File: src/rtl/sft_pkg.sv
package sft_pkg;
  typedef enum logic [2:0] {
    ST_IDLE,
    ST_START,
    ST_DATA,
    ST_PAR,
    ST_STOP
  } sft_state_e;

  // Clear the byte bits above the selected character length (0..3 -> 5..8 bits).
  function automatic logic [7:0] sft_mask(input logic [7:0] d, input logic [1:0] len);
    return d & (8'hFF >> (2'd3 - len));
  endfunction

  // Parity bit for masked data; odd=1 makes the total number of ones odd.
  function automatic logic sft_parity(input logic [7:0] dm, input logic odd);
    return (^dm) ^ odd;
  endfunction
endpackage

File: src/rtl/sft_fifo.sv
module sft_fifo #(
  parameter int W     = 8,
  parameter int DEPTH = 4
) (
  input  logic         clk,
  input  logic         rst,
  input  logic         push,
  input  logic [W-1:0] din,
  input  logic         pop,
  output logic [W-1:0] dout,
  output logic         empty,
  output logic         full,
  output logic         ovf
);
  localparam int AW = (DEPTH > 1) ? $clog2(DEPTH) : 1;
  localparam int CW = $clog2(DEPTH + 1);

  logic [W-1:0]  mem [DEPTH];
  logic [AW-1:0] wp, rp;
  logic [CW-1:0] cnt;
  logic          push_ok;

  assign push_ok = push && !full;
  assign empty   = (cnt == '0);
  assign full    = (cnt == CW'(DEPTH));
  assign dout    = mem[rp];

  // Storage has no reset so it can map onto memory resources.
  always_ff @(posedge clk) begin
    if (push_ok) mem[wp] <= din;
  end

  always_ff @(posedge clk) begin
    if (rst) begin
      wp  <= '0;
      rp  <= '0;
      cnt <= '0;
      ovf <= 1'b0;
    end else begin
      if (push_ok) wp <= (wp == AW'(DEPTH - 1)) ? '0 : wp + 1'b1;
      if (pop)     rp <= (rp == AW'(DEPTH - 1)) ? '0 : rp + 1'b1;
      case ({push_ok, pop})
        2'b10:   cnt <= cnt + 1'b1;
        2'b01:   cnt <= cnt - 1'b1;
        default: cnt <= cnt;
      endcase
      if (push && full) ovf <= 1'b1;
    end
  end

  assert_count_bound_R1: assert property (@(posedge clk) disable iff (rst)
    cnt <= CW'(DEPTH));
  assert_no_underflow_R1: assert property (@(posedge clk) disable iff (rst)
    pop |-> !empty);
  assert_drop_full_R2: assert property (@(posedge clk) disable iff (rst)
    (push && full && !pop) |=> $stable(cnt));
  assert_ovf_sticky_R2: assert property (@(posedge clk) disable iff (rst)
    ovf |=> ovf);
endmodule

File: src/rtl/sft_framer.sv
module sft_framer
  import sft_pkg::*;
#(
  parameter int OVS = 16
) (
  input  logic       clk,
  input  logic       rst,
  input  logic       tick,
  input  logic       fifo_empty,
  input  logic [7:0] fifo_dout,
  input  logic [1:0] cfg_len,
  input  logic [1:0] cfg_par,
  input  logic       cfg_stop_long,
  output logic       pop,
  output logic       line_n,
  output logic       busy
);
  localparam int CW = $clog2(2 * OVS);

  sft_state_e    st, st_n;
  logic [CW-1:0] tc, tc_n, slim_q, slim_n;
  logic [2:0]    bi, bi_n;
  logic [7:0]    sh, sh_n, dm;
  logic          pb, pb_n, pen_q, pen_n, load;
  logic [1:0]    len_q, len_n;

  assign busy = (st != ST_IDLE);
  assign dm   = sft_mask(fifo_dout, cfg_len);

  always_comb begin
    st_n   = st;
    tc_n   = tc;
    bi_n   = bi;
    sh_n   = sh;
    pb_n   = pb;
    pen_n  = pen_q;
    len_n  = len_q;
    slim_n = slim_q;
    load   = 1'b0;
    case (st)
      ST_IDLE: load = !fifo_empty;
      ST_START: if (tick) begin
        if (tc == CW'(OVS - 1)) begin
          st_n = ST_DATA;
          tc_n = '0;
        end else tc_n = tc + 1'b1;
      end
      ST_DATA: if (tick) begin
        if (tc == CW'(OVS - 1)) begin
          tc_n = '0;
          sh_n = sh >> 1;
          if (bi == 3'(len_q) + 3'd4) begin
            st_n = pen_q ? ST_PAR : ST_STOP;
            bi_n = '0;
          end else bi_n = bi + 1'b1;
        end else tc_n = tc + 1'b1;
      end
      ST_PAR: if (tick) begin
        if (tc == CW'(OVS - 1)) begin
          st_n = ST_STOP;
          tc_n = '0;
        end else tc_n = tc + 1'b1;
      end
      ST_STOP: if (tick) begin
        if (tc == slim_q) begin
          tc_n = '0;
          if (!fifo_empty) load = 1'b1;
          else st_n = ST_IDLE;
        end else tc_n = tc + 1'b1;
      end
      default: st_n = ST_IDLE;
    endcase
    if (load) begin
      st_n  = ST_START;
      tc_n  = '0;
      bi_n  = '0;
      sh_n  = dm;
      pb_n  = sft_parity(dm, cfg_par == 2'd1);
      pen_n = (cfg_par == 2'd1) || (cfg_par == 2'd2);
      len_n = cfg_len;
      if (!cfg_stop_long)       slim_n = CW'(OVS - 1);
      else if (cfg_len == 2'd0) slim_n = CW'(OVS + OVS / 2 - 1);
      else                      slim_n = CW'(2 * OVS - 1);
    end
    pop = load;
    case (st_n)
      ST_START: line_n = 1'b0;
      ST_DATA:  line_n = sh_n[0];
      ST_PAR:   line_n = pb_n;
      default:  line_n = 1'b1;
    endcase
  end

  always_ff @(posedge clk) begin
    if (rst) begin
      st     <= ST_IDLE;
      tc     <= '0;
      bi     <= '0;
      sh     <= '0;
      pb     <= 1'b0;
      pen_q  <= 1'b0;
      len_q  <= '0;
      slim_q <= '0;
    end else begin
      st     <= st_n;
      tc     <= tc_n;
      bi     <= bi_n;
      sh     <= sh_n;
      pb     <= pb_n;
      pen_q  <= pen_n;
      len_q  <= len_n;
      slim_q <= slim_n;
    end
  end

  assert_start_from_fifo_R3: assert property (@(posedge clk) disable iff (rst)
    (st == ST_START && $past(st) != ST_START) |-> $past(!fifo_empty));
  assert_bit_index_R4: assert property (@(posedge clk) disable iff (rst)
    (st == ST_DATA) |-> (bi <= 3'(len_q) + 3'd4));
endmodule

File: src/rtl/serial_frame_tx.sv
module serial_frame_tx #(
  parameter int DEPTH = 4,
  parameter int OVS   = 16
) (
  input  logic       clk,
  input  logic       rst,
  input  logic       baud_tick,
  input  logic       wr_en,
  input  logic [7:0] wr_data,
  input  logic [1:0] char_len,
  input  logic [1:0] parity_mode,
  input  logic       stop_long,
  input  logic       break_en,
  output logic       txd,
  output logic       fifo_empty,
  output logic       fifo_full,
  output logic       tx_idle,
  output logic       wr_overflow
);
  logic       pop, line_n, busy;
  logic [7:0] fifo_dout;

  sft_fifo #(.W(8), .DEPTH(DEPTH)) u_fifo (
    .clk   (clk),
    .rst   (rst),
    .push  (wr_en),
    .din   (wr_data),
    .pop   (pop),
    .dout  (fifo_dout),
    .empty (fifo_empty),
    .full  (fifo_full),
    .ovf   (wr_overflow)
  );

  sft_framer #(.OVS(OVS)) u_framer (
    .clk           (clk),
    .rst           (rst),
    .tick          (baud_tick),
    .fifo_empty    (fifo_empty),
    .fifo_dout     (fifo_dout),
    .cfg_len       (char_len),
    .cfg_par       (parity_mode),
    .cfg_stop_long (stop_long),
    .pop           (pop),
    .line_n        (line_n),
    .busy          (busy)
  );

  assign tx_idle = !busy && fifo_empty;

  always_ff @(posedge clk) begin
    if (rst) txd <= 1'b1;
    else     txd <= break_en ? 1'b0 : line_n;
  end

  assert_break_low_R8: assert property (@(posedge clk) disable iff (rst)
    break_en |=> !txd);
  assert_idle_high_R10: assert property (@(posedge clk) disable iff (rst)
    (tx_idle && !break_en) |=> txd);
endmodule

File: config.mk
export PLATFORM = sky130hd
export DESIGN_NAME = serial_frame_tx
export DESIGN_NICKNAME = d
export VERILOG_FILES = /design/src/rtl/sft_pkg.sv /design/src/rtl/sft_fifo.sv /design/src/rtl/sft_framer.sv /design/src/rtl/serial_frame_tx.sv
export SDC_FILE = /design/constraint.sdc
export NUM_CORES = 1
export LEC_CHECK = 0
export ABC_AREA = 0
export BUFFER_PORTS_ARGS = -buffer_cell sky130_fd_sc_hd__buf_4
export CORE_MARGIN = 2
export CORE_UTILIZATION = 30
export DETAILED_ROUTE_END_ITERATION = 12
export PLACE_DENSITY = 0.45
export SKIP_CTS_REPAIR_TIMING = 1
export SLEW_MARGIN = 20
export SYNTH_ARGS = -nofsm -noshare
export SYNTH_HDL_FRONTEND = slang
export SYNTH_SLANG_ARGS = --single-unit
File: constraint.sdc
create_clock -name clk -period 7.1 [get_ports clk]
set_input_delay 0.355 -clock clk [delete_from_list [all_inputs] [get_ports clk]]
set_output_delay 0.355 -clock clk [all_outputs]
set_load 0.03 [all_outputs]
# --- Word level (Yosys, flattened, before mapping) ---
# Memory sizes are Yosys's and may differ from the RTL's. A register that Yosys moved wholly into a read port is not among the register bits.
# Index checks and enable logic that the tools add are counted.
word_totals:
  register_bits: 37
  latch_bits: 0
  ram_bits: 32
  rom_bits: 0
  inputBits: 18
  n_memories: 1
classes:
  n_addsub: 8
  n_mul: 0
  n_div: 0
  order_cmp: 0
  n_eq_ne: 19
  shift: 1
  muxes: 39
  n_bitwise: 2
  n_reduce_logical: 22
memory_table:
  columns: ["name", "words", "width", "read_ports", "rd_ports_with_merged_regs", "write_ports", "line_no", "rtl"]
  rows:
  - ["u_fifo.mem", 4, 8, 1, 1, 1, "sft_fifo.sv:18", "logic [W-1:0] mem [DEPTH];"]
op_table:
  columns: ["op", "n"]
  rows:
  - ["2-to-1 mux 3 bit", 13]
  - ["2-to-1 mux 8 bit", 4]
  - ["2-to-1 mux 5 bit", 5]
  - ["one-hot mux 3 bit (5 select lines)", 1]
  - ["equality test 3 x 2 -> 1 bit, second input constant", 4]
  - ["one-hot mux 5 bit (2 select lines)", 1]
  - ["nonzero test 2 bit", 5]
  - ["AND reduction 3 bit", 3]
  - ["AND 8 bit", 1]
  - ["equality test 2 bit, second input constant", 4]
  - ["2-to-1 mux 2 bit", 4]
  - ["parity 8 bit", 1]
  - ["right shift 8 x 2 -> 8 bit, first input constant", 1]
  - ["2-to-1 mux 1 bit", 7]
  - ["adder 3 x 1 -> 3 bit, second input constant", 2]
  - ["equality test 3 x 1 -> 1 bit, second input constant", 2]
  - ["equality test 3 bit, second input constant", 2]
  - ["zero test 3 bit", 2]
  - ["one-hot mux 3 bit (2 select lines)", 1]
  - ["adder 5 x 1 -> 5 bit, second input constant", 1]
  - ["equality test 5 x 4 -> 1 bit, second input constant", 1]
  - ["equality test 5 bit", 1]
  - ["adder 2 x 1 -> 2 bit, second input constant", 2]
  - ["equality test 2 x 1 -> 1 bit, second input constant", 2]
  - ["other kinds (17)", 21]

# --- Longest topological paths before layout ---
depth:
  depth_word: 10
  mapped_depth: 11

# --- Cells and area by module ---
# Synthesis repeated with hierarchy kept, for this count alone.
unflattened:
  cells_unflattened: 284
  hier_area_um2: 3265.6
by_module_without_submodules:
  columns: ["module", "instances", "cells_per_inst", "area_each_um2"]
  rows:
  - ["sft_fifo", 1, 98, 1669.1]
  - ["sft_framer", 1, 182, 1559.0]
  - ["serial_frame_tx", 1, 4, 37.5]

# --- Worst setup path after synthesis ---
# No wires, ideal clock.
synth_path:
  kind: "register to register"
  startpoint: "register u_framer.tc[0]"
  endpoint: "register u_fifo.cnt[2]"
  arrival_ps: 2780
  slack_ps: 4250
  stages_incl_launch_ff: 12
  path_buffers: 1
  period_less_slack_ps: 2850
  cell_sequence: "dfxtp_1 or4_4 a2111oi_2 o21ai_2 clkinv_4 buf_6 ha_1 inv_1 fa_1 xor2_1 or3_1 a21oi_1"
synth_between:
  elab_chain_len: 6
  word_cells_on_any_way: 8
synth_rtl:
  columns: ["element", "line_no", "rtl"]
  rows:
  - ["start, declared", "sft_framer.sv:21", "logic [CW-1:0] tc, tc_n, slim_q, slim_n;"]
  - ["start signal, assigned", "sft_framer.sv:106", "tc <= tc_n;"]
  - ["equality test 5 bit *", "sft_framer.sv:65", "if (tc == slim_q) begin"]
  - ["2-to-1 mux 1 bit *", "sft_framer.sv:65", null]
  - ["2-to-1 mux 1 bit *", "sft_framer.sv:64", "ST_STOP: if (tick) begin"]
  - ["one-hot mux 1 bit (2 select lines) *", "sft_framer.sv:40", "case (st)"]
  - ["via pop", "serial_frame_tx.sv:20", "logic pop, line_n, busy;"]
  - ["equality test 2 x 1 -> 1 bit / equality test 2 bit (equally long branches)", "sft_fifo.sv:42", "case ({push_ok, pop})"]
  - ["one-hot mux 3 bit (2 select lines) / nonzero test 2 bit (equally long branches)", null, null]
  - ["end signal, assigned", "sft_fifo.sv:43", "2'b10: cnt <= cnt + 1'b1;"]
  - ["end signal, assigned", "sft_fifo.sv:44", "2'b01: cnt <= cnt - 1'b1;"]
  - ["end signal, assigned", "sft_fifo.sv:45", "default: cnt <= cnt;"]
  - ["end, declared", "sft_fifo.sv:20", "logic [CW-1:0] cnt;"]
# The timed path passes the listed nets; every way through them passes the cells marked *.
# A chain may end at the register's enable or synchronous reset.

# --- Worst setup path in the final report ---
layout_path:
  startpoint: "register u_framer.tc[0]"
  endpoint: "register u_fifo.cnt[2]"
layout_between:
  elab_chain_len: 6
  word_cells_on_any_way: 8
layout_rtl:
  columns: ["element", "line_no"]
  rows:
  - ["equality test 5 bit *", "sft_framer.sv:65"]
  - ["2-to-1 mux 1 bit *", "sft_framer.sv:65"]
  - ["2-to-1 mux 1 bit *", "sft_framer.sv:64"]
  - ["one-hot mux 1 bit (2 select lines) *", "sft_framer.sv:40"]
  - ["equality test 2 x 1 -> 1 bit / equality test 2 bit (equally long branches)", "sft_fifo.sv:42"]
  - ["one-hot mux 3 bit (2 select lines) / nonzero test 2 bit (equally long branches)", null]
# Every way passes the cells marked *; elsewhere a longest branch is shown, timed or not.

==> flow_metrics.env <==
export IMPL_syn_nets=310
export IMPL_cp_start_kind="register"
export IMPL_crit_end="u_fifo.cnt[2]$_SDFFE_PP0P_"
export IMPL_multi_input_area_sq_um=1340
export IMPL_route_met3_wl_um=201
export IMPL_start_util=0.307
export IMPL_max_slew_margin=0.552
export IMPL_reg2reg_depth=10
export IMPL_core_area_sq_um=10200
export IMPL_place_gp_congestion=0.753
export IMPL_first_iter_violations=72
export IMPL_drive_gt1_frac=0.163
export IMPL_hpwl_mm=4.54
export IMPL_netlist_instances=279
export IMPL_reg2reg_from="u_framer.tc[0]$_SDFFE_PP0P_"
export IMPL_worstMarginPinSlew_ns=0.672
export IMPL_grt_max_degree=28
export IMPL_ys_ff_latch=69
export IMPL_async_reset_ff_frac=0
export IMPL_grt_pass1_wl_mm=10.6
export IMPL_yosysWarnings=0
export IMPL_critical_path_class="reg2reg"
export IMPL_power_leakage_nw=1.29
export IMPL_first_pass_iters=5
export IMPL_powerDensity_nw_per_um2=358
export IMPL_regArea_sq_um=1700
export IMPL_yosys_cell_count_top_type="dfxtp_1"
export IMPL_r2r_slack_ns=3.99
export IMPL_ys_types=48
export IMPL_drcViolationCount=0
export IMPL_grtUsageTotal=0.125
export IMPL_startpoint="u_framer.tc[0]$_SDFFE_PP0P_"
export IMPL_fin_cells=443
export IMPL_drv_slew=0
export IMPL_fin_crit_ns=3.11
export IMPL_cp_max_fo=18
export IMPL_clkSinkCount=69
export IMPL_fin_worst_skew_ns=0.0111
export IMPL_fmax_mhz=321
export IMPL_pin_count=23
export IMPL_avgSynthCellArea_sq_um=11.3
export IMPL_area_delta_synth_final_pct=14.7
export IMPL_min_period_over_period=0.438
export IMPL_clk_latency_ns=0.35
export IMPL_setup_viol=0
export IMPL_overflow=0
export IMPL_die_y_um=106
export IMPL_cts_root_buf="clkbuf_8"
export IMPL_tritoncts="built"
export IMPL_clk_pin_slew_worst_paths_ns=0.08
export IMPL_drt_antenna_violating_nets=0
export IMPL_dr_wl_met2_mm=3.14
export IMPL_cp_end_kind="register"
export IMPL_ctsLongestPathBuffers=2
export IMPL_dp_cells=427
export IMPL_crit_arrival_ns=3.39
export IMPL_rsz0062_at_grt="false"
export IMPL_synth_top_area_frac=0.306
export IMPL_post_drt_wl_per_cell_um=14.5
export IMPL_port_buffers=22
export IMPL_h_tree_depth=3
export IMPL_synth_largest_area_cell="edfxtp_1"
export IMPL_hold_path_class="in2reg"
export IMPL_synth_edf_count=32
export IMPL_fillers=1045
export IMPL_synth_common_cells="37 x dfxtp_1, 32 x edfxtp_1, 30 x nor2_1, 21 x a21oi_1, 16 x nand2_1"
export IMPL_vias=2128
export IMPL_topRoutingLayerUsed="met4"
export IMPL_routedLengthMet1_mm=3.01
export IMPL_final_hold_viol_count=0
export IMPL_ys_seq_area_frac=0.542
export IMPL_antenna_cells=0
export IMPL_holdWs_ns=0.202
export IMPL_die_x_um=106
export IMPL_cts_made_buffers=9
export IMPL_required_ns=7.38
export IMPL_rr_endpoint="u_fifo.cnt[2]$_SDFFE_PP0P_"
export IMPL_rows=37
export IMPL_grt_pass1_vias=2113
export IMPL_fin_nets=333
export IMPL_cap_violations=0
export IMPL_fin_tns_setup_ns=0
export IMPL_synthesis_area_sq_um=3140
export IMPL_viasPerCell=4.80
export IMPL_vdd_ir_drop_max_v=0.000111
export IMPL_wirelength_mm=6.44
export IMPL_outcome="finished, final reports clean"
export IMPL_fp_dieArea_sq_um=11300
export IMPL_synth_area_leaders="edfxtp_1 31%, dfxtp_1 24%, mux4_2 5.0%, ha_1 4.8%, nor2_1 3.6%"
export IMPL_antenna_found_initial=0
export IMPL_ys_flop_type="dfxtp_1"
## where the power goes
group | internal (mW) | total (mW) | switching (mW) | leakage, nW
sequential | 0.489 | 0.553 | 0.0635 | 0.596
clock | 0.130 | 0.289 | 0.159 | 0.0853
combinational | 0.191 | 0.448 | 0.257 | 0.609
total | 0.810 | 1.29 | 0.480 | 1.29
## state kept, by name, indices dropped and copies added (netlist names), named ones only
| name | count |
|---|---|
| u_framer.bi | 3 |
| u_framer.pen_q | 1 |
| u_framer.tc | 5 |
| u_framer.slim_q | 3 |
| u_framer.pb | 1 |
| u_fifo.mem | 32 |
| u_framer.sh | 8 |
| u_fifo.wp | 2 |
| u_fifo.cnt | 3 |
| u_framer.len_q | 2 |
| u_framer.st | 3 |
| txd | 1 |
| u_fifo.ovf | 1 |
| u_fifo.rp | 2 |
## worst min-delay path by stage
stage          slack, ns                        start  depth (start not counted)                          end
2_1_floorplan       0.45  u_framer.sh[7]$_SDFFE_PP0P_                          2  u_framer.sh[7]$_SDFFE_PP0P_
3_3_place_gp        0.45      u_fifo.ovf$_SDFFE_PP0P_                          2      u_fifo.ovf$_SDFFE_PP0P_
3_5_place_dp        0.47      u_fifo.ovf$_SDFFE_PP0P_                          2      u_fifo.ovf$_SDFFE_PP0P_
4_1_cts             0.18                   wr_data[3]                          1   u_fifo.mem[3][3]$_DFFE_PP_
5_1_grt             0.18                   wr_data[2]                          1   u_fifo.mem[3][2]$_DFFE_PP_
6_report            0.20                   wr_data[0]                          1   u_fifo.mem[3][0]$_DFFE_PP_
## cell families after synthesis
| kind of cell | count (synthesis) | synth area share |
|---|---|---|
| compound gates | 55 | 0.120 |
| xor+xnor | 12 | 0.0335 |
| fa+ha+maj | 13 | 0.0542 |
| buf+inv | 24 | 0.0335 |
| flops | 69 | 0.542 |
| mux | 13 | 0.0693 |
| simple gates | 93 | 0.148 |
## final cells by class
cell class | instances | area share
Inverter | 14 | 0.0160
Sequential cell | 69 | 0.472
Tap cell | 136 | 0.0472
Clock inverter | 6 | 0.0128
Multi-Input combinational cell | 186 | 0.370
Clock buffer | 10 | 0.0354
Timing Repair Buffer | 22 | 0.0458
## through the flow
step           total power, mW  cell area, sq um  worst slack, ns   util
2_1_floorplan            0.908              3140             4.25      -
3_3_place_gp              1.02              3430             4.05  0.335
3_5_place_dp              1.02              3430             3.98  0.335
4_1_cts                   1.31              3600             3.95  0.352
5_1_grt                   1.39              3600             3.74  0.352
6_report                  1.29              3600             3.99  0.352
## layer usage
layer | up-vias | global-route usage
li1 | 1081 | -
met1 | 1008 | 0.150
met2 | 30 | 0.210
met3 | 9 | 0.0325
met4 | 0 | 0.0536
met5 | - | 0
## cell usage in the layout (no fill, tap or decap), drive strengths merged, types with 5 or more instances in the layout
master and count:
xor2 7, nand3 9, clkbuf 10, nor2 30, mux4 7, dfxtp 37
nor3 8, buf 22, nand2 16, and3 5, inv 16, and2 6
o21ai 7, a21oi 21, edfxtp 32, mux2i 6, a211oi 6, xnor2 5
ha 12
## worst max-delay path, stage by stage (launching register included)
cell	delay, ns
dfxtp_1	0.36
or4_4	0.56
a2111oi_2	0.40
o21ai_2	0.26
clkinv_4	0.22
ha_1	0.20
inv_1	0.06
fa_1	0.37
xor2_1	0.16
or3_1	0.31
a21oi_1	0.15
No activity file was read; power rests on OpenSTA's default activity.
